--- config.mk ---
export PLATFORM = sky130hd
export DESIGN_NAME = prio_intc
export DESIGN_NICKNAME = d
export VERILOG_FILES = /design/src/rtl/intc_pkg.sv /design/src/rtl/intc_ctrl.sv /design/src/rtl/intc_req.sv /design/src/rtl/intc_prio.sv /design/src/rtl/prio_intc.sv
export SDC_FILE = /design/constraint.sdc
export NUM_CORES = 1
export LEC_CHECK = 0
export BUFFER_PORTS_ARGS = -buffer_cell sky130_fd_sc_hd__buf_4
export CAP_MARGIN = 10
export CORE_MARGIN = 2
export CORE_UTILIZATION = 51
export CTS_CLUSTER_SIZE = 40
export DETAILED_ROUTE_END_ITERATION = 10
export GPL_TIMING_DRIVEN = 0
export PLACE_DENSITY = 0.87
export SLEW_MARGIN = 20
export SYNTH_ARGS = -nofsm -noshare
export SYNTH_HDL_FRONTEND = slang
export SYNTH_SLANG_ARGS = --single-unit
--- constraint.sdc ---
create_clock -name clk_i -period 2 [get_ports clk_i]
set_clock_uncertainty 0.1 [all_clocks]
set_input_delay 0.1 -clock clk_i [delete_from_list [all_inputs] [get_ports clk_i]]
set_output_delay 0.1 -clock clk_i [all_outputs]
set_load 0.05 [all_outputs]
--- src/rtl/intc_pkg.sv ---
package intc_pkg;
  typedef enum logic {RSEL_REQ = 1'b0, RSEL_ISR = 1'b1} rsel_e;

  localparam int CMD_INIT_BIT   = 4;
  localparam int CMD_RSEL_BIT   = 3;
  localparam int CMD_EOI_BIT    = 5;
  localparam int CMD_SPEC_BIT   = 6;
  localparam int CFG_LEVEL_BIT  = 3;
  localparam int CFG_AEOI_BIT   = 0;
  localparam int CFG_MASTER_BIT = 1;

  typedef struct packed {
    logic level;
    logic aeoi;
    logic master;
  } cfg_t;
endpackage

--- src/rtl/intc_ctrl.sv ---
module intc_ctrl
  import intc_pkg::*;
#(
  parameter int N_IRQ  = 8,
  parameter int DATA_W = 8,
  localparam int ID_W   = $clog2(N_IRQ),
  localparam int BASE_W = DATA_W - ID_W
) (
  input  logic              clk_i,
  input  logic              rst_ni,
  input  logic              sel_i,
  input  logic              addr_i,
  input  logic              wr_i,
  input  logic              rd_i,
  input  logic [DATA_W-1:0] wdata_i,
  input  logic [N_IRQ-1:0]  irr_i,
  input  logic [N_IRQ-1:0]  isr_i,
  output logic [DATA_W-1:0] rdata_o,
  output cfg_t              cfg_o,
  output logic [BASE_W-1:0] base_o,
  output logic [N_IRQ-1:0]  mask_o,
  output logic              init_o,
  output logic              eoi_ns_o,
  output logic              eoi_sp_o,
  output logic [ID_W-1:0]   eoi_lvl_o
);
  logic  wr_en, cmd0, cmd1, plain0;
  logic  init_wait_q;
  rsel_e rsel_q;

  assign wr_en  = sel_i & wr_i;
  assign cmd0   = wr_en & ~addr_i;
  assign cmd1   = wr_en & addr_i;
  assign plain0 = cmd0 & ~wdata_i[CMD_INIT_BIT] & ~wdata_i[CMD_RSEL_BIT];

  assign init_o    = cmd0 & wdata_i[CMD_INIT_BIT];
  assign eoi_ns_o  = plain0 & wdata_i[CMD_EOI_BIT] & ~wdata_i[CMD_SPEC_BIT];
  assign eoi_sp_o  = plain0 & wdata_i[CMD_EOI_BIT] & wdata_i[CMD_SPEC_BIT];
  assign eoi_lvl_o = wdata_i[ID_W-1:0];

  always_ff @(posedge clk_i or negedge rst_ni) begin
    if (!rst_ni) begin
      cfg_o       <= '0;
      base_o      <= '0;
      mask_o      <= '1;
      rsel_q      <= RSEL_REQ;
      init_wait_q <= 1'b0;
    end else if (init_o) begin
      cfg_o.level  <= wdata_i[CFG_LEVEL_BIT];
      cfg_o.aeoi   <= 1'b0;
      cfg_o.master <= 1'b0;
      mask_o       <= '0;
      rsel_q       <= RSEL_REQ;
      init_wait_q  <= 1'b1;
    end else if (cmd0 && wdata_i[CMD_RSEL_BIT]) begin
      if (wdata_i[1:0] == 2'b10) rsel_q <= RSEL_REQ;
      else if (wdata_i[1:0] == 2'b11) rsel_q <= RSEL_ISR;
    end else if (cmd1) begin
      if (init_wait_q) begin
        base_o       <= wdata_i[DATA_W-1:ID_W];
        cfg_o.aeoi   <= wdata_i[CFG_AEOI_BIT];
        cfg_o.master <= wdata_i[CFG_MASTER_BIT];
        init_wait_q  <= 1'b0;
      end else begin
        mask_o <= wdata_i[N_IRQ-1:0];
      end
    end
  end

  always_comb begin
    rdata_o = '0;
    if (sel_i && rd_i) begin
      if (addr_i)                 rdata_o = DATA_W'(mask_o);
      else if (rsel_q == RSEL_ISR) rdata_o = DATA_W'(isr_i);
      else                        rdata_o = DATA_W'(irr_i);
    end
  end
endmodule

--- src/rtl/intc_req.sv ---
module intc_req #(
  parameter int N_IRQ = 8
) (
  input  logic             clk_i,
  input  logic             rst_ni,
  input  logic [N_IRQ-1:0] irq_i,
  input  logic [N_IRQ-1:0] mask_i,
  input  logic             level_i,
  input  logic             init_i,
  input  logic [N_IRQ-1:0] ack_clr_i,
  output logic [N_IRQ-1:0] irr_o
);
  logic [N_IRQ-1:0] prev_q, rise, irr_d;

  for (genvar g = 0; g < N_IRQ; g++) begin : g_bit
    assign rise[g]  = irq_i[g] & ~prev_q[g];
    assign irr_d[g] = (init_i || ack_clr_i[g]) ? 1'b0 :
                      level_i ? (irq_i[g] & ~mask_i[g]) :
                      ((rise[g] & ~mask_i[g]) | (irr_o[g] & irq_i[g]));
  end

  always_ff @(posedge clk_i or negedge rst_ni) begin
    if (!rst_ni) begin
      prev_q <= '0;
      irr_o  <= '0;
    end else begin
      prev_q <= irq_i;
      irr_o  <= irr_d;
    end
  end
endmodule

--- src/rtl/intc_prio.sv ---
module intc_prio #(
  parameter int N_IRQ = 8,
  localparam int ID_W = $clog2(N_IRQ)
) (
  input  logic [N_IRQ-1:0] pend_i,
  input  logic [N_IRQ-1:0] isr_i,
  output logic             hit_o,
  output logic [ID_W-1:0]  sel_idx_o,
  output logic             top_valid_o,
  output logic [ID_W-1:0]  top_idx_o
);
  logic [N_IRQ-1:0] blk, cand;

  // a request is blocked by any in-service bit at its own or higher priority
  for (genvar g = 0; g < N_IRQ; g++) begin : g_blk
    assign blk[g] = |isr_i[g:0];
  end
  assign cand = pend_i & ~blk;

  always_comb begin
    hit_o       = |cand;
    top_valid_o = |isr_i;
    sel_idx_o   = '0;
    top_idx_o   = '0;
    for (int i = N_IRQ - 1; i >= 0; i--) begin
      if (cand[i])  sel_idx_o = ID_W'(i);
      if (isr_i[i]) top_idx_o = ID_W'(i);
    end
  end
endmodule

--- src/rtl/prio_intc.sv ---
module prio_intc
  import intc_pkg::*;
#(
  parameter int N_IRQ  = 8,
  parameter int DATA_W = 8,
  localparam int ID_W   = $clog2(N_IRQ),
  localparam int BASE_W = DATA_W - ID_W
) (
  input  logic              clk_i,
  input  logic              rst_ni,
  input  logic              sel_i,
  input  logic              addr_i,
  input  logic              wr_i,
  input  logic              rd_i,
  input  logic [DATA_W-1:0] wdata_i,
  output logic [DATA_W-1:0] rdata_o,
  input  logic [N_IRQ-1:0]  irq_i,
  output logic              int_o,
  input  logic              inta_i,
  output logic              vec_valid_o,
  output logic [DATA_W-1:0] vec_o,
  output logic [ID_W-1:0]   cas_o
);
  cfg_t              cfg;
  logic [BASE_W-1:0] base;
  logic [N_IRQ-1:0]  mask_w, irr_w, isr_q, isr_d, ack_clr;
  logic              init, eoi_ns, eoi_sp, hit, top_valid;
  logic [ID_W-1:0]   eoi_lvl, sel_idx, top_idx, lvl_q;
  logic              ack_q, spur_q, ack1, ack2;

  intc_ctrl #(.N_IRQ(N_IRQ), .DATA_W(DATA_W)) u_ctrl (
    .clk_i, .rst_ni, .sel_i, .addr_i, .wr_i, .rd_i, .wdata_i,
    .irr_i(irr_w), .isr_i(isr_q), .rdata_o,
    .cfg_o(cfg), .base_o(base), .mask_o(mask_w),
    .init_o(init), .eoi_ns_o(eoi_ns), .eoi_sp_o(eoi_sp), .eoi_lvl_o(eoi_lvl)
  );

  intc_req #(.N_IRQ(N_IRQ)) u_req (
    .clk_i, .rst_ni, .irq_i, .mask_i(mask_w), .level_i(cfg.level),
    .init_i(init), .ack_clr_i(ack_clr), .irr_o(irr_w)
  );

  intc_prio #(.N_IRQ(N_IRQ)) u_prio (
    .pend_i(irr_w & ~mask_w), .isr_i(isr_q), .hit_o(hit),
    .sel_idx_o(sel_idx), .top_valid_o(top_valid), .top_idx_o(top_idx)
  );

  assign ack1    = inta_i & ~ack_q;
  assign ack2    = inta_i & ack_q;
  assign ack_clr = (ack1 && hit) ? (N_IRQ'(1) << sel_idx) : '0;

  always_comb begin
    isr_d = isr_q;
    if (ack1 && hit)                    isr_d[sel_idx] = 1'b1;
    if (ack2 && cfg.aeoi && !spur_q)    isr_d[lvl_q]   = 1'b0;
    if (eoi_ns && top_valid)            isr_d[top_idx] = 1'b0;
    if (eoi_sp)                         isr_d[eoi_lvl] = 1'b0;
    if (init)                           isr_d          = '0;
  end

  always_ff @(posedge clk_i or negedge rst_ni) begin
    if (!rst_ni) begin
      isr_q  <= '0;
      ack_q  <= 1'b0;
      lvl_q  <= '0;
      spur_q <= 1'b0;
    end else begin
      isr_q <= isr_d;
      if (init) ack_q <= 1'b0;
      else if (ack1) begin
        ack_q  <= 1'b1;
        lvl_q  <= hit ? sel_idx : '1;
        spur_q <= ~hit;
      end else if (ack2) ack_q <= 1'b0;
    end
  end

  assign int_o       = hit;
  assign vec_valid_o = ack2;
  assign vec_o       = ack2 ? {base, lvl_q} : '0;
  assign cas_o       = (cfg.master && ack_q) ? lvl_q : '0;
endmodule

==> results.md <==
- Result of the run: finished with violations
- Failing checks: negative setup slack
- Pre-antenna DRT Iters: 5
- Pin slew with the least headroom to its limit: ~0.63 ns
- Nets in the synthesized netlist: 318
- Top Family by Delay on Critical Path: simple AND/OR/NAND/NOR gates
- Die boundary height: 76.4 um
- Yosys Warn Count: 0
- CTS tree: built
- Startpoint of the worst setup timing path: isr_q[3]
- Number of levels in the clock H-tree: 2
- Unrepaired setup endpoints after global routing: yes
- Worst Path Arrival: slightly above 2 ns
- Total clock sinks: between 40 and 50
- Critical Path Slowest Stage Cell: or4_4
- Setup violations, final: 10
- Highest clock frequency the design can meet: approximately 450 MHz
- WL met3: ~600 um
- Insertion delay to the later sink of the worst-skew pair: 0.31 ns
- CP cell instances: or4_4, a211o_4, nand4b_1, buf_6
- Area share of the leading cell type in the synthesized netlist: 36.5%
- Detailed Place HPWL: roughly 5.4 mm
- Maximum fanout along the worst path: 6
- Via count of the first global-routing pass: ~2.7k
- Data required time of the critical path: roughly 1.8 ns
- Routed length per instance: around 19 um
- Top Layer Used: met4
- Most used flip-flop cell after synthesis: dfrtp_1
- DIE AREA: roughly 6000 um^2
- Port Buffer Count: 42
- Worst hold-check slack: around 0.09 ns
- Peak supply drop: 0.720 mV
- Number of antenna violations at the first check in global routing: 0
- Via density: a little over 6
- Syn-to-layout area delta: 32.7%
- Mapped Cells: 295
- Wire length the detailed router placed on met1: ~3.2 mm
- Critical path capture point type: output port
- Total of flip-flops plus latches after synthesis: 47
- Final weighted congestion in routability-driven placement: roughly 0.9
- Number of CTS-inserted buffers: 5
- Share of the cycle needed by the critical path after routing: 111%
- Post-synth EDFFs: 0
- R2R Path End: isr_q[5]
- Maximum number of pins on one net before global-route repair: 48
- Leading post-synthesis cells by cell area: dfrtp_1, dfstp_2, a21oi_1
- Total cell area at the placement stage: 3090 um^2
- Number of DRC markers in iteration 0: 205
- First-pass GRT wire length: about 13 mm
- Category of the worst setup path launch point: flop
- Worst setup path end: int_o
- Final hold violation count: 0
- Peak per-stage delay on the critical path: between 0.5 and 0.6 ns
- ANT nets after route: 0
- Clk root buf: clkbuf_8
- Routed Wire Length: between 8 and 9 mm
- Tmin final: about 2.2 ns
- Combined area of all synthesized cells: 2680 um^2
- Stages on the worst setup path: 4
- Global route total overflow: 0
- Number of max-cap violations: 0
- Clock slew seen by the registers of the worst setup and hold paths: 0.09 ns
- Effective utilization at floorplan: a little over half
- Worst R2R Setup Slack: -0.18 ns
- IO Pins: 44
- Count of unresolved DRC violations after routing: 0
- Core area: 5070 um^2
- Portion of the post-synthesis area used by sequential elements: 44.3%
- Layout cells sized above 1: 31.5%
- Wire length on met2: between 4 and 5 mm
- Rows: 26
- Unique masters post-synth: between 50 and 60
- Count of cells along the worst register-to-register path: 5
- Most frequent cells in the layout: buf_4, a21oi_1, dfrtp_1, nor2_1, nand2_1
- Total design power: 3.90 mW
- Global-route usage over all layers: 28.5%
- Max-slew headroom: around 58%
- Worst-case setup slack after placement: -0.323 ns
- Most frequent standard cell in the layout excluding fill and tap cells: buf_4
- Source of the worst register-to-register timing path: isr_q[3]
- Setup slack of the critical path after layout: -0.216 ns
- Library cell occupying the most area in the post-synthesis netlist: dfrtp_1
- Vias post-DR: roughly 2.7k
- Maximum clock path buffer count: 2
- Width of the die: roughly 76 um
- Max-slew violation total from the final report: 0
- Cell area after layout: approximately 3600 um^2
- Nets: between 300 and 400
- Worst hold path type: input pin to flop
- N_diodes: 0
- Async set-or-reset flop fraction in the synthesized netlist: 100%
- Per-instance average area after synthesis: slightly above 9 um^2
- LEAKAGE: approximately 1.5 nW
- Worst path bufs/invs: 1
- Power density cells: 1100 nW/um^2
- Setup TNS: -1.44 ns
- Crit path kind: flop to output port
[layer usage]
layer,track usage (%),vias up
met2,48.1,136
met1,35.0,1273
met5,0,-
met4,15.5,0
li1,-,1224
met3,4.38,33
[how the worst min path moves through the flow]
stage	from	endpoint	slack, ns	depth (start not counted)
finish	wdata_i[1]	u_ctrl.mask_o[1]	0.09	3
global route	inta_i	ack_q	0.11	3
CTS	inta_i	ack_q	0.06	3
detailed placement	rst_ni	lvl_q[1]	0.05	1
global placement	rst_ni	lvl_q[1]	0.04	1
floorplan	rst_ni	ack_q	-0.30	0
[synthesized netlist by cell type, drive strengths merged, types with 5 or more instances]
library cell / instances
mux2: 5
o21ai: 17
nor3b: 8
mux2i: 9
clkbuf: 11
inv: 9
nor3: 5
nand2: 29
dfstp: 8
and3: 12
a21oi: 37
dfrtp: 39
nor2: 32
a31oi: 5
[power breakdown]
| part | internal (mW) | leakage, nW | total, mW | switching [mW] |
|---|---|---|---|---|
| Clock | 0.373 | 0.0581 | 0.725 | 0.352 |
| Sequential | 1.19 | 0.559 | 1.45 | 0.261 |
| Combinational | 0.724 | 0.894 | 1.72 | 0.999 |
[cell families (layout without fill, tap and decap cells)]
family | after synthesis | after routing | synth area share, %
simple gates | 127 | 127 | 27.1
flops | 47 | 47 | 44.3
compound gates | 85 | 85 | 19.8
mux | 14 | 14 | 5.47
buf+inv | 22 | 95 | 3.37
[sequential cells by signal, indices dropped and copies added (netlist names)]
register / count
isr_q: 8
u_ctrl.mask_o: 8
u_req.irr_o: 8
u_req.prev_q: 8
u_ctrl.base_o: 5
lvl_q: 3
u_ctrl.cfg_o: 3
ack_q: 1
spur_q: 1
u_ctrl.init_wait_q: 1
u_ctrl.rsel_q: 1
[area by class of cell]
type,count,area (um^2)
plain buffers,10,45.0
flip-flops and latches,47,1190
inverters,9,33.8
clock buffers,5,68.8
fillers,404,1520
well taps,70,87.6
multi-input cells,226,1520
clock inverters,3,43.8
repair buffers,68,559
[repair_timing]
item                                    4_1_cts  5_1_grt
gates resized for setup                      16       10
endpoints found under the setup margin       22       12
buffers inserted                              5        3
endpoints found under the hold margin        70        0
hold buffers                                 18        0
pin swaps                                     6        4
[stage by stage]
| stage | utilization, % | instances |
|---|---|---|
| after CTS | 68.6 | 436 |
| after global routing | 70.0 | 438 |
| final | 70.0 | 438 |
| after detailed placement | 61.0 | 407 |
| after floorplan | - | 295 |
| after global placement | 61.0 | 407 |
[worst min-delay path: stages]
cell     delay [ns]
buf_1          0.21
nand2_1        0.12
a21oi_1        0.06
No activity file was read; power rests on OpenSTA's default activity.
